<file path="config.mk">
export PLATFORM = sky130hd
export DESIGN_NAME = cop_mailbox
export DESIGN_NICKNAME = d
export VERILOG_FILES = /design/src/rtl/cmb_pkg.sv /design/src/rtl/cmb_doorbell.sv /design/src/rtl/cmb_status.sv /design/src/rtl/cmb_watchdog.sv /design/src/rtl/cop_mailbox.sv
export SDC_FILE = /design/constraint.sdc
export NUM_CORES = 1
export LEC_CHECK = 0
export BUFFER_PORTS_ARGS = -buffer_cell sky130_fd_sc_hd__buf_2
export CAP_MARGIN = 10
export CORE_ASPECT_RATIO = 0.9
export CORE_MARGIN = 2
export CORE_UTILIZATION = 43
export DETAILED_ROUTE_END_ITERATION = 10
export PLACE_DENSITY = 0.88
export SYNTH_ARGS = -nofsm -noshare
export SYNTH_HDL_FRONTEND = slang
export SYNTH_HIERARCHICAL = 1
export SYNTH_SLANG_ARGS = --single-unit
</file>
<file path="constraint.sdc">
create_clock -name clk -period 4.8 [get_ports clk]
set_clock_uncertainty 0.1 [all_clocks]
set_input_delay 0 -clock clk [delete_from_list [all_inputs] [get_ports clk]]
set_output_delay 0 -clock clk [all_outputs]
set_load 0.01 [all_outputs]
</file>
<file path="src/rtl/cmb_pkg.sv">
package cmb_pkg;
  localparam int OFF_RUN = 'h00;
  localparam int OFF_CFG = 'h08;
  localparam int OFF_ST  = 'h1C;
  localparam int OFF_DB  = 'h24;
  localparam int OFF_PC  = 'h60;
  localparam int OFF_WDT = 'h84;
  localparam int IPC_BIT = 8;
  localparam int WDT_BIT = 0;
  localparam int WEN_BIT = 31;
  localparam int CFG_W   = 2;

  // next status: clear by zero write, message only into an empty register, expiry always
  function automatic logic [31:0] status_next(input logic [31:0] cur, input logic clr,
                                              input logic raise, input logic expire);
    logic [31:0] nxt;
    nxt = clr ? 32'd0 : cur;
    if (raise && cur == 32'd0) nxt[IPC_BIT] = 1'b1;
    if (expire) nxt[WDT_BIT] = 1'b1;
    return nxt;
  endfunction
endpackage

</file>
<file path="src/rtl/cmb_doorbell.sv">
module cmb_doorbell (
  input  logic clk,
  input  logic rst_n,
  input  logic host_set,
  input  logic accept,
  output logic pending
);
  always_ff @(posedge clk) begin
    if (!rst_n)       pending <= 1'b0;
    else if (pending) pending <= !accept;
    else              pending <= host_set;
  end
endmodule

</file>
<file path="src/rtl/cmb_status.sv">
module cmb_status
  import cmb_pkg::*;
(
  input  logic        clk,
  input  logic        rst_n,
  input  logic        host_clr,
  input  logic        ipc_raise,
  input  logic        wdt_expire,
  output logic [31:0] status
);
  always_ff @(posedge clk) begin
    if (!rst_n) status <= 32'd0;
    else        status <= status_next(status, host_clr, ipc_raise, wdt_expire);
  end
endmodule

</file>
<file path="src/rtl/cmb_watchdog.sv">
module cmb_watchdog #(
  parameter int RELOAD = 1000000
) (
  input  logic clk,
  input  logic rst_n,
  input  logic enable,
  input  logic running,
  input  logic kick,
  output logic expire
);
  localparam int CNT_W = $clog2(RELOAD + 1);
  localparam logic [CNT_W-1:0] RELOAD_V = CNT_W'(RELOAD);

  logic [CNT_W-1:0] cnt;
  logic             active;

  assign active = enable && running;
  assign expire = active && !kick && (cnt == '0);

  always_ff @(posedge clk) begin
    if (!rst_n)                        cnt <= RELOAD_V;
    else if (!active || kick || expire) cnt <= RELOAD_V;
    else                               cnt <= cnt - 1'b1;
  end
endmodule

</file>
<file path="src/rtl/cop_mailbox.sv">
module cop_mailbox
  import cmb_pkg::*;
#(
  parameter int ADDR_W     = 8,
  parameter int WDT_RELOAD = 1000000
) (
  input  logic              clk,
  input  logic              rst_n,
  input  logic              bus_sel,
  input  logic              bus_we,
  input  logic [ADDR_W-1:0] bus_addr,
  input  logic [31:0]       bus_wdata,
  output logic [31:0]       bus_rdata,
  input  logic              cop_accept,
  input  logic              cop_ipc,
  input  logic              cop_kick,
  input  logic [31:0]       cop_pc,
  output logic              host_irq,
  output logic              cop_reset_n
);
  logic             wr;
  logic             wr_run, wr_cfg, wr_st, wr_db, wr_wdt;
  logic             run_q, wdt_en_q, db_q, wdt_expire;
  logic [CFG_W-1:0] cfg_q;
  logic [31:0]      st_q;

  assign wr     = bus_sel && bus_we;
  assign wr_run = wr && (bus_addr == ADDR_W'(OFF_RUN));
  assign wr_cfg = wr && (bus_addr == ADDR_W'(OFF_CFG));
  assign wr_st  = wr && (bus_addr == ADDR_W'(OFF_ST));
  assign wr_db  = wr && (bus_addr == ADDR_W'(OFF_DB));
  assign wr_wdt = wr && (bus_addr == ADDR_W'(OFF_WDT));

  always_ff @(posedge clk) begin
    if (!rst_n) begin
      run_q    <= 1'b0;
      cfg_q    <= '0;
      wdt_en_q <= 1'b0;
    end else begin
      if (wr_run) run_q    <= bus_wdata[0];
      if (wr_cfg) cfg_q    <= bus_wdata[CFG_W-1:0];
      if (wr_wdt) wdt_en_q <= bus_wdata[WEN_BIT];
    end
  end

  cmb_doorbell u_db (
    .clk(clk), .rst_n(rst_n),
    .host_set(wr_db && bus_wdata[0]),
    .accept(cop_accept),
    .pending(db_q)
  );

  cmb_status u_st (
    .clk(clk), .rst_n(rst_n),
    .host_clr(wr_st && (bus_wdata == 32'd0)),
    .ipc_raise(cop_ipc),
    .wdt_expire(wdt_expire),
    .status(st_q)
  );

  cmb_watchdog #(.RELOAD(WDT_RELOAD)) u_wdt (
    .clk(clk), .rst_n(rst_n),
    .enable(wdt_en_q),
    .running(run_q),
    .kick(cop_kick),
    .expire(wdt_expire)
  );

  assign host_irq    = (st_q != 32'd0);
  assign cop_reset_n = run_q;

  always_comb begin
    bus_rdata = 32'd0;
    if (bus_addr == ADDR_W'(OFF_RUN))      bus_rdata[0] = run_q;
    else if (bus_addr == ADDR_W'(OFF_CFG)) bus_rdata[CFG_W-1:0] = cfg_q;
    else if (bus_addr == ADDR_W'(OFF_ST))  bus_rdata = st_q;
    else if (bus_addr == ADDR_W'(OFF_DB))  bus_rdata[0] = db_q;
    else if (bus_addr == ADDR_W'(OFF_PC))  bus_rdata = cop_pc;
    else if (bus_addr == ADDR_W'(OFF_WDT)) bus_rdata[WEN_BIT] = wdt_en_q;
  end
endmodule

</file>
# Word level (Yosys, flattened, before mapping)
# Index checks and enable logic that the tools add are counted.
# classes
addsub	1
eq_ne	5
n_mux	14
bitwise	1
n_reduce_logical	25
# op_table
cell	n
2-to-1 mux 31 bit	3
zero test 32 bit	2
2-to-1 mux 32 bit	1
nonzero test 32 bit	1
2-to-1 mux 30 bit	1
zero test 20 bit	1
subtractor 20 x 1 -> 20 bit (second input constant)	1
logical AND 1 bit	12
2-to-1 mux 9 bit	1
== test 8 x 4 -> 1 bit (second input constant)	1
== test 8 x 5 -> 1 bit (second input constant)	1
== test 8 x 6 -> 1 bit (second input constant)	1
== test 8 x 7 -> 1 bit (second input constant)	1
== test 8 bit (second input constant)	1
zero test 8 bit	1
2-to-1 mux 1 bit	7
nonzero test 2 bit	2
zero test 1 bit	3
logical OR 1 bit	2
2-to-1 mux 2 bit	1
OR reduction 2 bit	1
NOT 1 bit	1
# word_totals
regBits	27
output_inout_bits	34
word_cells	53

# Logic depth before layout (Yosys ltp)
# Gate-level depths: netlist of the first run.
# logic_depth
word_depth	7
ltp_mapped	7

# By module
# The synthesis of the first run kept the hierarchy.
# by_module_without_submodules
module	instances	cells_per_inst	area_each_um2
cmb_watchdog	1	110	952.2
cop_mailbox	1	107	827.0
cmb_status	1	38	306.5
cmb_doorbell	1	4	51.3

# Worst setup path before layout of the first run
# No wires, ideal clock.
# synth_path
path_type	reg-to-reg
startpoint	reg u_wdt.cnt[9]
endpoint	reg u_wdt.cnt[13]
t_arrival_ns	1.901
required_time_ns	4.630
setup_slack_ns	2.728
stages_incl_launch_ff	5
synth_period_minus_slack_ns	2.072
cell_sequence	dfxtp_1 > or4_4 > or4_4 > or4_1 > a21oi_1
# synth_via
elab_chain_len	4
word_cells_on_any_way	5
cone_classes	add/sub (1); reduce/logical (4)
# synth_rtl
element	line_no	rtl
start: declaration	cmb_watchdog.sv:14	logic [CNT_W-1:0] cnt;
start signal: assignment	cmb_watchdog.sv:23	else cnt <= cnt - 1'b1;
parallel branches: the longest is 4 deep, another holds subtractor 20 x 1 -> 20 bit	--	
# Several ways; the timed one is not identified.
# A chain may end at the register's enable or synchronous reset.

# Worst setup path after layout of the first run
# layout_path
startpoint	reg u_wdt.cnt[5]
endpoint	reg u_wdt.cnt[7]
# Same word-level chain as after synthesis.

==> flow_results.xml, run 1 <==
<?xml version="1.0" encoding="UTF-8"?>
<metrics>
  <group name="worst_setup_path">
    <metric name="capturing_element_type_of_the_critical_path" unit="">register</metric>
    <metric name="critical_path_arrival" unit="ns">2.61</metric>
    <metric name="setup.worst_path.class" unit="">register to register</metric>
    <metric name="critPathLaunchType" unit="">register</metric>
    <metric name="cp_max_fo" unit="">13</metric>
    <metric name="worst-endpoint-required" unit="ns">4.84</metric>
  </group>
  <group name="clocking">
    <metric name="ctsResizeCount" unit="">0</metric>
    <metric name="root_buffer_cell" unit="">sky130_fd_sc_hd__clkbuf_8</metric>
    <metric name="ctsLongestPathBuffers" unit="">2</metric>
    <metric name="cts-hold-fix-buffers" unit="">11</metric>
    <metric name="clkTransAtPathRegs" unit="ns">0.10</metric>
    <metric name="clock_sinks" unit="">27</metric>
    <metric name="tritoncts.num_buffers" unit="">3</metric>
    <metric name="worstSkewPairLatency" unit="ns">0.28</metric>
    <metric name="cts.htree.levels" unit="">1</metric>
    <metric name="cts_post_setup_buffers_inserted" unit="">0</metric>
    <metric name="cts_tree" unit="">built</metric>
  </group>
  <group name="yosys">
    <metric name="ys_async_sr_fraction" unit="">0</metric>
    <metric name="yosys.area.top_type" unit="">sky130_fd_sc_hd__dfxtp_1</metric>
    <metric name="netlist_instances" unit="">259</metric>
    <metric name="synth_cell_type_count" unit="">47</metric>
    <metric name="post_synth_main_area_contributors" unit="">sky130_fd_sc_hd__dfxtp_1, sky130_fd_sc_hd__a22o_1, sky130_fd_sc_hd__buf_4</metric>
    <metric name="register_bit_count_reported_by_yosys" unit="">27</metric>
    <metric name="ys.flop_type" unit="">sky130_fd_sc_hd__dfxtp_1</metric>
    <metric name="register_area_share_after_synthesis" unit="">0.253</metric>
    <metric name="cell_area_after_technology_mapping" unit="sq um">2140</metric>
    <metric name="ys_top_cells_by_count" unit="">sky130_fd_sc_hd__buf_4, sky130_fd_sc_hd__a22o_1, sky130_fd_sc_hd__dfxtp_1</metric>
    <metric name="syn_avg_cell_area" unit="sq um">8.25</metric>
    <metric name="synth_enable_flop_cells" unit="">0</metric>
    <metric name="yosys.cell_count.top_type" unit="">sky130_fd_sc_hd__buf_4</metric>
    <metric name="number_of_warnings_printed_during_yosys_synthesis" unit="">6</metric>
    <metric name="netlist.area_leader.share" unit="">0.253</metric>
  </group>
  <group name="worst_hold_path">
    <metric name="worstHoldPathType" unit="">input port to register</metric>
  </group>
  <group name="detailed_routing">
    <metric name="final_antenna_net_count" unit="">0</metric>
    <metric name="detailroute.via_count" unit="">2392</metric>
    <metric name="totalWireLength" unit="um">5850</metric>
    <metric name="drt_pass1_iterations" unit="">4</metric>
    <metric name="drt_iter0_markers" unit="">129</metric>
    <metric name="vias_per_cell" unit="">5.40</metric>
    <metric name="drcViolationCount" unit="">0</metric>
    <metric name="route.detailed.wl_per_inst" unit="um">13.2</metric>
  </group>
  <group name="floorplan">
    <metric name="floorplan.die.width" unit="um">78.3</metric>
    <metric name="fp.coreArea" unit="sq um">4800</metric>
    <metric name="boundaryPins" unit="">113</metric>
    <metric name="num_rows" unit="">24</metric>
    <metric name="dieArea" unit="sq um">5550</metric>
    <metric name="floorplan.die.height" unit="um">70.9</metric>
    <metric name="initial_core_utilization" unit="">0.445</metric>
  </group>
  <group name="status">
    <metric name="result_of_the_run" unit="">completed</metric>
  </group>
  <group name="global_route">
    <metric name="grt_antenna_before_repair" unit="">0</metric>
    <metric name="grt_pass1_wl" unit="um">9770</metric>
    <metric name="grt_overflow_total" unit="">0</metric>
    <metric name="met1_usage" unit="">0.249</metric>
    <metric name="gr-usage-all-layers" unit="">0.211</metric>
    <metric name="grt_util_met2" unit="">0.384</metric>
    <metric name="grt_start_max_net_pins" unit="">32</metric>
    <metric name="grt_pass1_vias" unit="">2304</metric>
    <metric name="grt_use_met3" unit="">0.0357</metric>
    <metric name="grt_busiest_layer" unit="">met2</metric>
  </group>
  <group name="sta">
    <metric name="maxSlewHeadroom" unit="">0.405</metric>
    <metric name="worst_pin_slew" unit="ns">0.886</metric>
    <metric name="final.hold.worst_slack" unit="ns">0.117</metric>
    <metric name="final-hold-violation-count" unit="">0</metric>
    <metric name="timing.setup.tns" unit="ns">0</metric>
    <metric name="post_route_clock_period_utilization" unit="">0.535</metric>
    <metric name="post-route-min-period" unit="ns">2.57</metric>
    <metric name="fmax" unit="MHz">389</metric>
    <metric name="setup_repair_after_global_routing_missed_its_margin" unit="">no</metric>
    <metric name="finalMaxSlewViolations" unit="">0</metric>
    <metric name="setup_viol" unit="">0</metric>
  </group>
  <group name="place">
    <metric name="gp_congestion" unit="">0.820</metric>
    <metric name="post-dp-hpwl" unit="um">4450</metric>
    <metric name="io_buffer_count" unit="">112</metric>
  </group>
  <group name="power_and_ir_drop">
    <metric name="power.static_leakage" unit="nW">1.31</metric>
    <metric name="vdd_ir_drop_max" unit="mV">0.211</metric>
    <metric name="pwr_density_cell" unit="nW/um^2">154</metric>
  </group>
  <group name="layout">
    <metric name="area_growth_syn_to_layout" unit="%">31.1</metric>
    <metric name="antenna_cells_inserted" unit="">0</metric>
    <metric name="fin_nets" unit="">460</metric>
    <metric name="drive_gt1_frac" unit="">0.344</metric>
  </group>
  <group name="flow_run">
    <metric name="cap_viol_max_count" unit="">0</metric>
  </group>
</metrics>
[critical path: stages (launching register included)]
cell	delay (ns)
sky130_fd_sc_hd__dfxtp_1	0.36
sky130_fd_sc_hd__nor4_2	0.78
sky130_fd_sc_hd__nand4b_1	0.30
sky130_fd_sc_hd__o21ai_1	0.77
sky130_fd_sc_hd__nor2_1	0.12
[through the flow]
stage | setup slack [ns] | instance area (sq um) | power [mW] | std cells | utilization
6_report | 2.23 | 2800 | 0.431 | 443 | 0.583
5_1_grt | 2.02 | 2800 | 0.448 | 443 | 0.583
4_1_cts | 2.29 | 2800 | 0.430 | 443 | 0.583
3_5_place_dp | 2.31 | 2640 | 0.291 | 428 | 0.550
3_3_place_gp | 2.48 | 2640 | 0.289 | 428 | 0.550
2_1_floorplan | 2.73 | 2250 | 0.268 | 288 | -
[where the power goes]
part / switching, mW / internal, mW / leakage [nW]
logic: 0.0329 / 0.0363 / 1.06
registers: 0.00140 / 0.225 / 0.218
clock network: 0.0745 / 0.0610 / 0.0261
total: 0.109 / 0.322 / 1.31
[path summary, 6_finish.rpt]
kind | cells past startpoint | start | slack, ns | endpoint
worst max-delay path | 4 | u_wdt/cnt[5]$_SDFF_PP0_ | 2.23 | u_wdt/cnt[7]$_SDFF_PP0_
worst min-delay path | 5 | bus_we | 0.12 | cfg_q[0]$_SDFFE_PN0P_
worst max register to register | 4 | u_wdt/cnt[5]$_SDFF_PP0_ | 2.23 | u_wdt/cnt[7]$_SDFF_PP0_
worst min register to register | 1 | u_wdt/cnt[0]$_SDFF_PP0_ | 0.40 | u_wdt/cnt[0]$_SDFF_PP0_
[cell families (layout without fill, tap and decap cells)]
kind of cell             Yosys count  count (layout)  share of synthesized area
AO/OA/AOI/OAI                     56              56                      0.206
adder cells (fa/ha/maj)            2               2                     0.0117
XOR/XNOR                          11              11                     0.0451
buffers and inverters             44             134                      0.135
AND/OR/NAND/NOR                  114             114                      0.329
other                              1              30                    0.00175
flip-flops                        27              27                      0.253
multiplexers                       4               4                     0.0187
[per-layer routing]
layer  vias up  wire length (um)
met3        14               355
met2        97              2890
li1       1193                 -
met5         -                 0
met4         0               106
met1      1088              2490
[final cells by class]
class	instances	area (sq um)
clock buffers	3	41.3
clock inverters	1	8.76
fillers	448	2000
inverters	5	18.8
multi-input cells	217	1430
flip-flops and latches	27	541
well taps	65	81.3
repair buffers	125	686
[state kept, by name, summed over array words and instances (netlist names)]
register / flops
wdt_en_q: 1
cfg_q: 2
u_wdt/cnt: 20
u_db/pending: 1
u_st/status: 2
cop_reset_n: 1
[placed cells by master (no fill, tap or decap), drive strengths merged, types with 7 or more instances in the layout]
cell         count
a22o            29
buf            114
conb            30
dfxtp           27
dlygate4sd3     11
nand2           14
nand4            8
nor2            14
nor3            12
nor4            26
or4              7
xor2             7
Note: power is estimated with default switching activity, not from simulation.
==> run 2, diff against run 1 <==
clock period = 2.6 ns   (was 4.8 ns; I/O delays follow)
==> run 2 against run 1 <==
Critical path depth up 4. Worst hold slack got worse by 0.077 ns. Cell area grew 0.67%. Global-route usage grew 0.42 points. Largest cell class unchanged.
==> flow_results.xml, run 2 (same netlist as run 1, synthesis figures left out) <==
<?xml version="1.0" encoding="UTF-8"?>
<metrics>
  <group name="clocking">
    <metric name="tritoncts.num_buffers" unit="">3</metric>
    <metric name="clock_sinks" unit="">27</metric>
    <metric name="ctsLongestPathBuffers" unit="">2</metric>
    <metric name="worstSkewPairLatency" unit="ns">0.28</metric>
    <metric name="cts.htree.levels" unit="">1</metric>
    <metric name="root_buffer_cell" unit="">sky130_fd_sc_hd__clkbuf_8</metric>
    <metric name="clkTransAtPathRegs" unit="ns">0.10</metric>
    <metric name="cts_tree" unit="">built</metric>
  </group>
  <group name="floorplan">
    <metric name="floorplan.die.height" unit="um">70.9</metric>
    <metric name="num_rows" unit="">24</metric>
    <metric name="boundaryPins" unit="">113</metric>
    <metric name="dieArea" unit="sq um">5550</metric>
    <metric name="floorplan.die.width" unit="um">78.3</metric>
    <metric name="fp.coreArea" unit="sq um">4800</metric>
    <metric name="initial_core_utilization" unit="">0.445</metric>
  </group>
  <group name="layout">
    <metric name="instances_no_fill" unit="">446</metric>
    <metric name="registers.top_by_ff_count" unit="">u_wdt/cnt</metric>
    <metric name="antenna_cells_inserted" unit="">0</metric>
    <metric name="layout_top_registers" unit="">u_wdt/cnt (20), cfg_q (2), u_st/status (2)</metric>
    <metric name="fin_nets" unit="">463</metric>
    <metric name="drive_gt1_frac" unit="">0.352</metric>
    <metric name="layout.cells.most_common_list" unit="">sky130_fd_sc_hd__buf_2, sky130_fd_sc_hd__conb_1, sky130_fd_sc_hd__a22o_1</metric>
    <metric name="area_growth_syn_to_layout" unit="%">32.0</metric>
    <metric name="most_common_cell_after_layout_fill_and_taps_aside" unit="">sky130_fd_sc_hd__buf_2</metric>
    <metric name="filler_cell_count" unit="">446</metric>
    <metric name="largest_register_ffs" unit="">20</metric>
  </group>
  <group name="flow_run">
    <metric name="cap_viol_max_count" unit="">0</metric>
  </group>
  <group name="worst_setup_path">
    <metric name="reg2regPathDepth" unit="">5</metric>
    <metric name="path_buf_inv" unit="">3</metric>
    <metric name="critical_path.slowest_cell" unit="">sky130_fd_sc_hd__dlygate4sd3_1</metric>
    <metric name="critical_path.max_stage_delay" unit="ns">0.55</metric>
    <metric name="setup.worst_path.class" unit="">input port to register</metric>
    <metric name="cpLargestDelayFamily" unit="">buffers and inverters</metric>
    <metric name="capturing_element_type_of_the_critical_path" unit="">register</metric>
    <metric name="timing.rr.end" unit="">u_st/status[0]$_SDFFE_PN0P_</metric>
    <metric name="worst-r2r-setup-slack" unit="ns">0.39</metric>
    <metric name="worst_r2r_startpoint" unit="">u_wdt/cnt[12]$_SDFF_PP0_</metric>
    <metric name="critPathLaunchType" unit="">input port</metric>
    <metric name="cp_max_fo" unit="">4</metric>
    <metric name="critical_path_arrival" unit="ns">2.35</metric>
    <metric name="worst-endpoint-required" unit="ns">2.68</metric>
    <metric name="path_cells" unit="">dlygate4sd3_1, buf_2, nor4_1, nand4_1, nor4_1, nand3b_1, o31ai_2, dlygate4sd3_1</metric>
  </group>
  <group name="place">
    <metric name="gp_congestion" unit="">0.846</metric>
    <metric name="post-dp-hpwl" unit="um">4650</metric>
    <metric name="io_buffer_count" unit="">112</metric>
    <metric name="placed_cells" unit="">432</metric>
  </group>
  <group name="sta">
    <metric name="worst_pin_slew" unit="ns">0.644</metric>
    <metric name="fmax" unit="MHz">440</metric>
    <metric name="final-hold-violation-count" unit="">0</metric>
    <metric name="post_route_clock_period_utilization" unit="">0.874</metric>
    <metric name="timing.setup.tns" unit="ns">0</metric>
    <metric name="final.hold.worst_slack" unit="ns">0.0402</metric>
    <metric name="post-route-min-period" unit="ns">2.27</metric>
    <metric name="setup_viol" unit="">0</metric>
    <metric name="finalMaxSlewViolations" unit="">0</metric>
    <metric name="setup_repair_after_global_routing_missed_its_margin" unit="">no</metric>
    <metric name="maxSlewHeadroom" unit="">0.566</metric>
  </group>
  <group name="worst_hold_path">
    <metric name="holdCritStartpoint" unit="">bus_we</metric>
    <metric name="worstHoldPathType" unit="">input port to register</metric>
    <metric name="worstHoldEndpoint" unit="">wdt_en_q$_SDFFE_PN0P_</metric>
    <metric name="min_path_cells" unit="">4</metric>
  </group>
  <group name="status">
    <metric name="result_of_the_run" unit="">completed</metric>
  </group>
  <group name="global_route">
    <metric name="grt_pass1_vias" unit="">2378</metric>
    <metric name="gr-usage-all-layers" unit="">0.215</metric>
    <metric name="grt_pass1_wl" unit="um">10100</metric>
    <metric name="grt_overflow_total" unit="">0</metric>
    <metric name="grt_start_max_net_pins" unit="">32</metric>
    <metric name="grt_antenna_before_repair" unit="">0</metric>
  </group>
  <group name="detailed_routing">
    <metric name="drcViolationCount" unit="">0</metric>
    <metric name="route.detailed.wl_per_inst" unit="um">13.2</metric>
    <metric name="final_antenna_net_count" unit="">0</metric>
    <metric name="totalWireLength" unit="um">5870</metric>
    <metric name="vias_per_cell" unit="">5.48</metric>
    <metric name="drt_iter0_markers" unit="">101</metric>
    <metric name="drt_pass1_iterations" unit="">4</metric>
    <metric name="detailroute.via_count" unit="">2446</metric>
  </group>
  <group name="power_and_ir_drop">
    <metric name="design_power_total" unit="mW">0.791</metric>
    <metric name="power.static_leakage" unit="nW">1.32</metric>
    <metric name="vdd_ir_drop_max" unit="mV">0.206</metric>
    <metric name="pwr_density_cell" unit="nW/um^2">280</metric>
  </group>
</metrics>
-- run 2: cell count changes in the layout (fill, tap and decap cells not counted) --
cell / delta
sky130_fd_sc_hd__clkinvlp_4: +1
sky130_fd_sc_hd__dlygate4sd3_1: -1
sky130_fd_sc_hd__inv_6: -1
sky130_fd_sc_hd__buf_4: +4
-- run 2: stage by stage --
stage	util	cell area (sq um)	worst slack [ns]
6_report	0.587	2820	0.327
5_1_grt	0.587	2820	0.105
4_1_cts	0.587	2820	0.297
3_5_place_dp	0.556	2670	0.396
3_3_place_gp	0.556	2670	0.496
2_1_floorplan	-	2250	0.528
-- run 2: cell type report --
class | instances | area, sq um | share of cell area
Timing Repair Buffer | 128 | 706 | 0.250
Inverter | 5 | 18.8 | 0.00665
Tap cell | 65 | 81.3 | 0.0288
Multi-Input combinational cell | 217 | 1430 | 0.506
Clock inverter | 1 | 7.51 | 0.00266
Clock buffer | 3 | 41.3 | 0.0146
Sequential cell | 27 | 541 | 0.192
-- run 2: metal layers --
layer  vias to the layer above  track usage  wire [um]
li1                       1191            -          -
met1                      1160        0.251       2460
met2                        88        0.415       3020
met3                         7       0.0217        330
met4                         0       0.0624         60
met5                         -            0          0
-- run 2: worst max-delay path by stage --
stage	cells past startpoint	start	endpoint	slack, ns
detailed placement	5	u_wdt/cnt[12]$_SDFF_PP0_	u_st/status[0]$_SDFFE_PN0P_	0.40
global placement	4	u_wdt/cnt[9]$_SDFF_PP1_	u_wdt/cnt[13]$_SDFF_PP0_	0.50
global route	8	bus_wdata[0]	u_st/status[8]$_SDFFE_PN0P_	0.11
floorplan	4	u_wdt/cnt[9]$_SDFF_PP1_	u_wdt/cnt[13]$_SDFF_PP0_	0.53
finish	8	bus_wdata[0]	u_st/status[8]$_SDFFE_PN0P_	0.33
CTS	8	bus_wdata[0]	u_st/status[8]$_SDFFE_PN0P_	0.30
-- run 2: timing repair --
action / CTS / global route
setup buffers: 0 / 0
setup endpoints to repair: 0 / 0
hold buffers: 10 / 0
hold endpoints to repair: 8 / 0
gates resized for setup: 0 / 0
-- run 2: power breakdown --
| part | total (mW) | internal (mW) | switching [mW] |
|---|---|---|---|
| logic | 0.126 | 0.0670 | 0.0586 |
| clock network | 0.248 | 0.109 | 0.139 |
| registers | 0.418 | 0.415 | 0.00275 |
| total | 0.791 | 0.591 | 0.200 |
-- run 2: worst register-to-register path, stage by stage (launching register included) --
cell and delay, ns:
sky130_fd_sc_hd__dfxtp_1 0.37, sky130_fd_sc_hd__or4_1 0.61, sky130_fd_sc_hd__nor4_1 0.59, sky130_fd_sc_hd__nand4_1 0.16, sky130_fd_sc_hd__nor3_1 0.20, sky130_fd_sc_hd__o21a_1 0.15
